==> src/rtl/uart_irq_pkg.sv <==
package uart_irq_pkg;

    localparam int ID_W    = 8;
    localparam int EN_W    = 4;
    localparam int CODE_W  = 3;

    // enable bit positions
    localparam int EN_RX   = 0;
    localparam int EN_THRE = 1;
    localparam int EN_LS   = 2;
    localparam int EN_MS   = 3;

    // latched source indices
    localparam int LT_LS   = 0;
    localparam int LT_RX   = 1;
    localparam int LT_THRE = 2;
    localparam int LT_MS   = 3;
    localparam int N_LATCH = 4;

    typedef enum logic [CODE_W-1:0] {
        SRC_MS   = 3'b000,
        SRC_THRE = 3'b001,
        SRC_RX   = 3'b010,
        SRC_LS   = 3'b011,
        SRC_TMO  = 3'b110
    } irq_code_e;

    typedef struct packed {
        logic ls;
        logic rx;
        logic tmo;
        logic thre;
        logic ms;
    } irq_act_t;

    function automatic logic [ID_W-1:0] build_id(input logic pending,
                                                 input irq_code_e code,
                                                 input logic fifo);
        logic [ID_W-1:0] b;
        b      = '0;
        b[7:6] = {2{fifo}};
        b[3:1] = pending ? code : 3'b000;
        b[0]   = ~pending;
        return b;
    endfunction

endpackage

==> src/rtl/uart_irq_latch.sv <==
module uart_irq_latch #(
    parameter int N = 4
) (
    input  logic         clk,
    input  logic         rst,
    input  logic [N-1:0] set_i,
    input  logic [N-1:0] clr_i,
    output logic [N-1:0] q_o
);
    for (genvar i = 0; i < N; i++) begin : g_bit
        always_ff @(posedge clk) begin
            if (rst)           q_o[i] <= 1'b0;
            else if (set_i[i]) q_o[i] <= 1'b1;
            else if (clr_i[i]) q_o[i] <= 1'b0;
        end

        assert_set_wins_R12: assert property (@(posedge clk) disable iff (rst)
            set_i[i] |=> q_o[i]);
    end
endmodule

==> src/rtl/uart_irq_prio.sv <==
module uart_irq_prio
    import uart_irq_pkg::*;
(
    input  logic            clk,
    input  logic            rst,
    input  irq_act_t        act_i,
    input  logic            fifo_mode_i,
    output irq_code_e       code_o,
    output logic            pending_o,
    output logic [ID_W-1:0] id_o
);
    always_comb begin
        pending_o = 1'b1;
        if (act_i.ls)        code_o = SRC_LS;
        else if (act_i.rx)   code_o = SRC_RX;
        else if (act_i.tmo)  code_o = SRC_TMO;
        else if (act_i.thre) code_o = SRC_THRE;
        else begin
            code_o    = SRC_MS;
            pending_o = act_i.ms;
        end
        id_o = build_id(pending_o, code_o, fifo_mode_i);
    end

    assert_ls_first_R3: assert property (@(posedge clk) disable iff (rst)
        act_i.ls |-> (id_o[3:1] == 3'b011) && !id_o[0]);

    assert_rx_over_tmo_R4: assert property (@(posedge clk) disable iff (rst)
        (act_i.rx && !act_i.ls) |-> (id_o[3:1] == 3'b010));

    assert_fixed_bits_R5: assert property (@(posedge clk) disable iff (rst)
        (id_o[5:4] == 2'b00) && (id_o[7] == fifo_mode_i) && (id_o[3] -> fifo_mode_i));
endmodule

==> src/rtl/uart_irq_freeze.sv <==
module uart_irq_freeze
    import uart_irq_pkg::*;
(
    input  logic            clk,
    input  logic            rst,
    input  logic            rd_i,
    input  logic [ID_W-1:0] live_i,
    output logic [ID_W-1:0] byte_o,
    output logic            take_o
);
    logic            hold;
    logic [ID_W-1:0] snap;

    assign take_o = rd_i && !hold;

    always_ff @(posedge clk) begin
        if (rst) begin
            hold <= 1'b0;
            snap <= 8'h01;
        end else begin
            hold <= rd_i;
            if (take_o) snap <= live_i;
        end
    end

    assign byte_o = (rd_i && hold) ? snap : live_i;

    assert_frozen_R10: assert property (@(posedge clk) disable iff (rst)
        (rd_i && $past(rd_i) && !$past(rst)) |-> $stable(byte_o));
endmodule

==> src/rtl/uart_irq_ident.sv <==
module uart_irq_ident
    import uart_irq_pkg::*;
(
    input  logic            clk,
    input  logic            rst,
    input  logic [EN_W-1:0] ier_en,
    input  logic            fifo_mode,
    input  logic            out2,
    input  logic            ls_err_evt,
    input  logic            lsr_rd,
    input  logic            rx_data_evt,
    input  logic            rbr_rd,
    input  logic            rx_trig,
    input  logic            rx_tmo,
    input  logic            thre_evt,
    input  logic            thr_wr,
    input  logic            ms_chg_evt,
    input  logic            msr_rd,
    input  logic            iir_rd,
    output logic [ID_W-1:0] iir_byte,
    output logic            irq
);
    logic [N_LATCH-1:0] set_v, clr_v, pend;
    irq_act_t           act;
    irq_code_e          code;
    logic               pending;
    logic [ID_W-1:0]    live_id;
    logic               take;
    logic               thre_rd_clr;

    assign thre_rd_clr = take && pending && (code == SRC_THRE);

    always_comb begin
        set_v          = '0;
        clr_v          = '0;
        set_v[LT_LS]   = ls_err_evt;
        clr_v[LT_LS]   = lsr_rd;
        set_v[LT_RX]   = rx_data_evt;
        clr_v[LT_RX]   = rbr_rd;
        set_v[LT_THRE] = thre_evt;
        clr_v[LT_THRE] = thr_wr || thre_rd_clr;
        set_v[LT_MS]   = ms_chg_evt;
        clr_v[LT_MS]   = msr_rd;
    end

    uart_irq_latch #(.N(N_LATCH)) u_latch (
        .clk   (clk),
        .rst   (rst),
        .set_i (set_v),
        .clr_i (clr_v),
        .q_o   (pend)
    );

    always_comb begin
        act.ls   = ier_en[EN_LS]   && pend[LT_LS];
        act.rx   = ier_en[EN_RX]   && (fifo_mode ? rx_trig : pend[LT_RX]);
        act.tmo  = ier_en[EN_RX]   && fifo_mode && rx_tmo;
        act.thre = ier_en[EN_THRE] && pend[LT_THRE];
        act.ms   = ier_en[EN_MS]   && pend[LT_MS];
    end

    uart_irq_prio u_prio (
        .clk         (clk),
        .rst         (rst),
        .act_i       (act),
        .fifo_mode_i (fifo_mode),
        .code_o      (code),
        .pending_o   (pending),
        .id_o        (live_id)
    );

    uart_irq_freeze u_freeze (
        .clk    (clk),
        .rst    (rst),
        .rd_i   (iir_rd),
        .live_i (live_id),
        .byte_o (iir_byte),
        .take_o (take)
    );

    assign irq = out2 && pending;

    assert_out2_gate_R11: assert property (@(posedge clk) disable iff (rst)
        !out2 |-> !irq);

    assert_irq_pending_R2: assert property (@(posedge clk) disable iff (rst)
        irq |-> !live_id[0]);

    assert_thre_clr_R7: assert property (@(posedge clk) disable iff (rst)
        (take && live_id[3:0] == 4'b0010 && !thre_evt) |=> !pend[LT_THRE]);
endmodule

==> config.mk <==
export PLATFORM = sky130hd
export DESIGN_NAME = uart_irq_ident
export DESIGN_NICKNAME = d
export VERILOG_FILES = /design/src/rtl/uart_irq_pkg.sv /design/src/rtl/uart_irq_latch.sv /design/src/rtl/uart_irq_prio.sv /design/src/rtl/uart_irq_freeze.sv /design/src/rtl/uart_irq_ident.sv
export SDC_FILE = /design/constraint.sdc
export NUM_CORES = 1
export LEC_CHECK = 0
export ABC_CLOCK_PERIOD_IN_PS = 1090
export BUFFER_PORTS_ARGS = -buffer_cell sky130_fd_sc_hd__buf_2
export CAP_MARGIN = 20
export CORE_MARGIN = 10
export CORE_UTILIZATION = 34
export DETAILED_ROUTE_END_ITERATION = 8
export PLACE_DENSITY = 0.65
export SLEW_MARGIN = 20
export SYNTH_ARGS = -nofsm -noshare
export SYNTH_HDL_FRONTEND = slang
export SYNTH_SLANG_ARGS = --single-unit
==> constraint.sdc <==
create_clock -name clk -period 1.09 [get_ports clk]
set_input_delay 0.218 -clock clk [delete_from_list [all_inputs] [get_ports clk]]
set_output_delay 0.218 -clock clk [all_outputs]
set_load 0.02 [all_outputs]
==> results_dict.tcl <==
set metrics [dict create \
    hold-worst-slack_ps 157.9 \
    synth.area.mux_share 0.02093 \
    sw_frac_of_total 0.3020 \
    setup_violations 8 \
    placed_area_um2 783.3 \
    fin_cells 117 \
    cts-hold-fix-buffers 0 \
    yosys-top-cells-count "a21oi_1 (11), dfxtp_1 (10), nor2_1 (7)" \
    synth.area.top_cells "dfxtp_1 (37%), a21oi_1 (10%), a211oi_2 (7.0%), nor2_1 (4.9%), buf_4 (4.2%)" \
    dieWidth_um 59.78 \
    max_stage_delay_ps 340 \
    ir_drop_uv 534.4 \
    vias_per_cell 4.923 \
    violations "setup timing" \
    cp_num_buf_inv 1 \
    synth_top_family_by_area "compound AO/OA/AOI/OAI gates" \
    drt_iter0_drc 6 \
    worst_setup_path_end_kind "output port" \
    p_seq_frac 0.414 \
    synth_edf_count 0 \
    synth-compound-area-share 0.2860 \
    fmax_ghz 0.6789 \
    boundaryPins 28 \
    syn_area_per_cell_um2 8.407 \
    hpwl_mm 1.251 \
    drive_above_1_share 0.6139 \
    min_period_ps 1473 \
    grt-ovfl-total 0 \
    period_share 1.351 \
    internal-power_mw 0.6861 \
    dieArea_um2 3574 \
    synthAdderAreaFrac 0 \
    wl_per_cell_um 14.33 \
    grt_max_degree 11 \
    finalMaxSlewViolations 0 \
    ys_ff_latch 10 \
    powerDensity_nw_per_um2 1057 \
    cts_buffers 3 \
    synth-xor-area-share 0 \
    min_path_type "input pin to flip-flop" \
    rows 14 \
    crit_required_ps 870 \
    clockBufferDepth 2 \
    drt-pass1-iter-count 4 \
    switching_power_mw 0.2968 \
    fin_ws_ps -383.0 \
    synth_top_cell_by_area "dfxtp_1" \
    status "complete, but fails checks" \
    io_buffer_count 25 \
    clock_latency_ps 270 \
    cts_tree "built" \
    crit_arrival_ps 1250 \
    tns_ps -2327 \
    cp-start-kind "flip-flop" \
    grt_pass1_wl_mm 2.484 \
    drc_errors 0 \
    synth_cell_types 24 \
    yosysSeqAreaShare 0.3721 \
    ys_warn_count 0 \
    final_nets 122 \
    critPathMaxFanout 4 \
    synth.top_cell.area_share 0.3721 \
    htreeDepth 1 \
    place_inst 110 \
    root_buffer "clkbuf_4" \
    die_y_um 59.78 \
    syn_inst 64 \
    async_flop_share 0 \
    diodes 0 \
    post-place-ws_ps -246.3 \
    initial_utilization 0.3571 \
    coreArea_um2 1506 \
    grt_pass1_vias 583 \
    crit_family "compound AO/OA/AOI/OAI gates" \
    area_growth_syn_to_layout_pct 72.79 \
    syn-cell-area_um2 538.0 \
    grt_use_total 0.08898 \
    cp_cell_sequence "and2_4 -> a21oi_4 -> a22o_4 -> buf_6" \
    crit_slowest_cell "dfxtp_2" \
    timing_hold_violations_final 0 \
    vias 576 \
    fin_area_um2 929.6 \
    synthSimpleGateAreaFrac 0.2372 \
    yosysMostFrequentCell "a21oi_1" \
    antenna_found_initial 0 \
    critPathKind "flip-flop to output port" \
    totalWireLength_mm 1.677 \
    ys.flop_type "dfxtp_1" \
    grt_setup_unrepaired "true" \
    comb_power_share 0.331 \
    gp_congestion 0.7594 \
    maxCapViolations 0 \
    finClkSkew_ps 7.764 \
    clock_sinks 10 \
    p_leak_nw 0.4370 \
    ant_nets 0 \
    clkPwrFrac 0.255 \
    clk_pin_slew_worst_paths_ps 70 \
]
state kept, by name, summed over array words and instances (netlist names):
name	flops
u_freeze.snap	5
u_freeze.hold	1
u_latch.q_o	4
kinds of logic after synthesis:
| kind of cell | count (synthesis) |
|---|---|
| other | 1 |
| buffers and inverters | 8 |
| muxes | 1 |
| AOI/OAI and AO/OA | 22 |
| DFF | 10 |
| and+or+nand+nor | 22 |
worst min-delay path: cells and delay by family:
family | cells | cell delay (ps)
compound gates | 1 | 30
simple gates | 1 | 70
buf+inv | 1 | 80
per-stage QoR:
step / util / power, mW
after floorplan: - / 0.5778
after global placement: 0.5199 / 0.6696
after detailed placement: 0.5199 / 0.6744
after CTS: 0.5822 / 0.9681
after global routing: 0.6171 / 1.042
final: 0.6171 / 0.9828
area by class of cell:
cell class | instances | area [um^2]
Tap cell | 16 | 20.02
Sequential cell | 10 | 206.4
Timing Repair Buffer | 37 | 266.5
Fill cell | 132 | 576.8
Inverter | 4 | 15.01
Multi-Input combinational cell | 47 | 399.1
Clock buffer | 3 | 22.52
cell usage in the layout, fill, tap and decap left out, types with 2 or more instances in the layout:
master and n:
a211oi_2 3, a21oi_1 6, a21oi_2 3, a21oi_4 2, and4b_1 2, buf_2 18
buf_4 10, buf_6 9, clkbuf_4 3, conb_1 2, dfxtp_1 7, dfxtp_2 2
inv_1 4, nand2_1 5, nor2_1 7, o21ai_4 2
power groups by stage:
stage | combinational [mW] | sequential, mW | clock [mW]
after floorplan | 0.168 | 0.410 | 0
after global placement | 0.257 | 0.412 | 0
after detailed placement | 0.261 | 0.413 | 0
after CTS | 0.303 | 0.407 | 0.259
after global routing | 0.348 | 0.410 | 0.284
final | 0.325 | 0.407 | 0.251
final timing paths:
kind,startpoint,endpoint,slack [ps],cells past startpoint
worst min register to register,u_freeze.snap[6],u_freeze.snap[6],470,2
worst max-delay path,u_freeze.hold,iir_byte[3],-380,4
worst min-delay path,ls_err_evt,u_latch.q_o[0],160,3
worst max register to register,u_freeze.hold,u_latch.q_o[2],-10,4
layer usage:
metal / GRT usage / vias up / part of all wire
li1: - / 294 / -
met1: 0.09244 / 260 / 0.39
met2: 0.1500 / 20 / 0.52
met3: 0.05932 / 2 / 0.090
met4: 0.009615 / 0 / 0.0054
met5: 0 / - / 0
timing repair:
item	4_1_cts	5_1_grt
pin swaps	9	14
setup endpoints to repair	8	10
setup buffers	2	2
resized for setup	18	8
(Power assumes the default switching activity.)
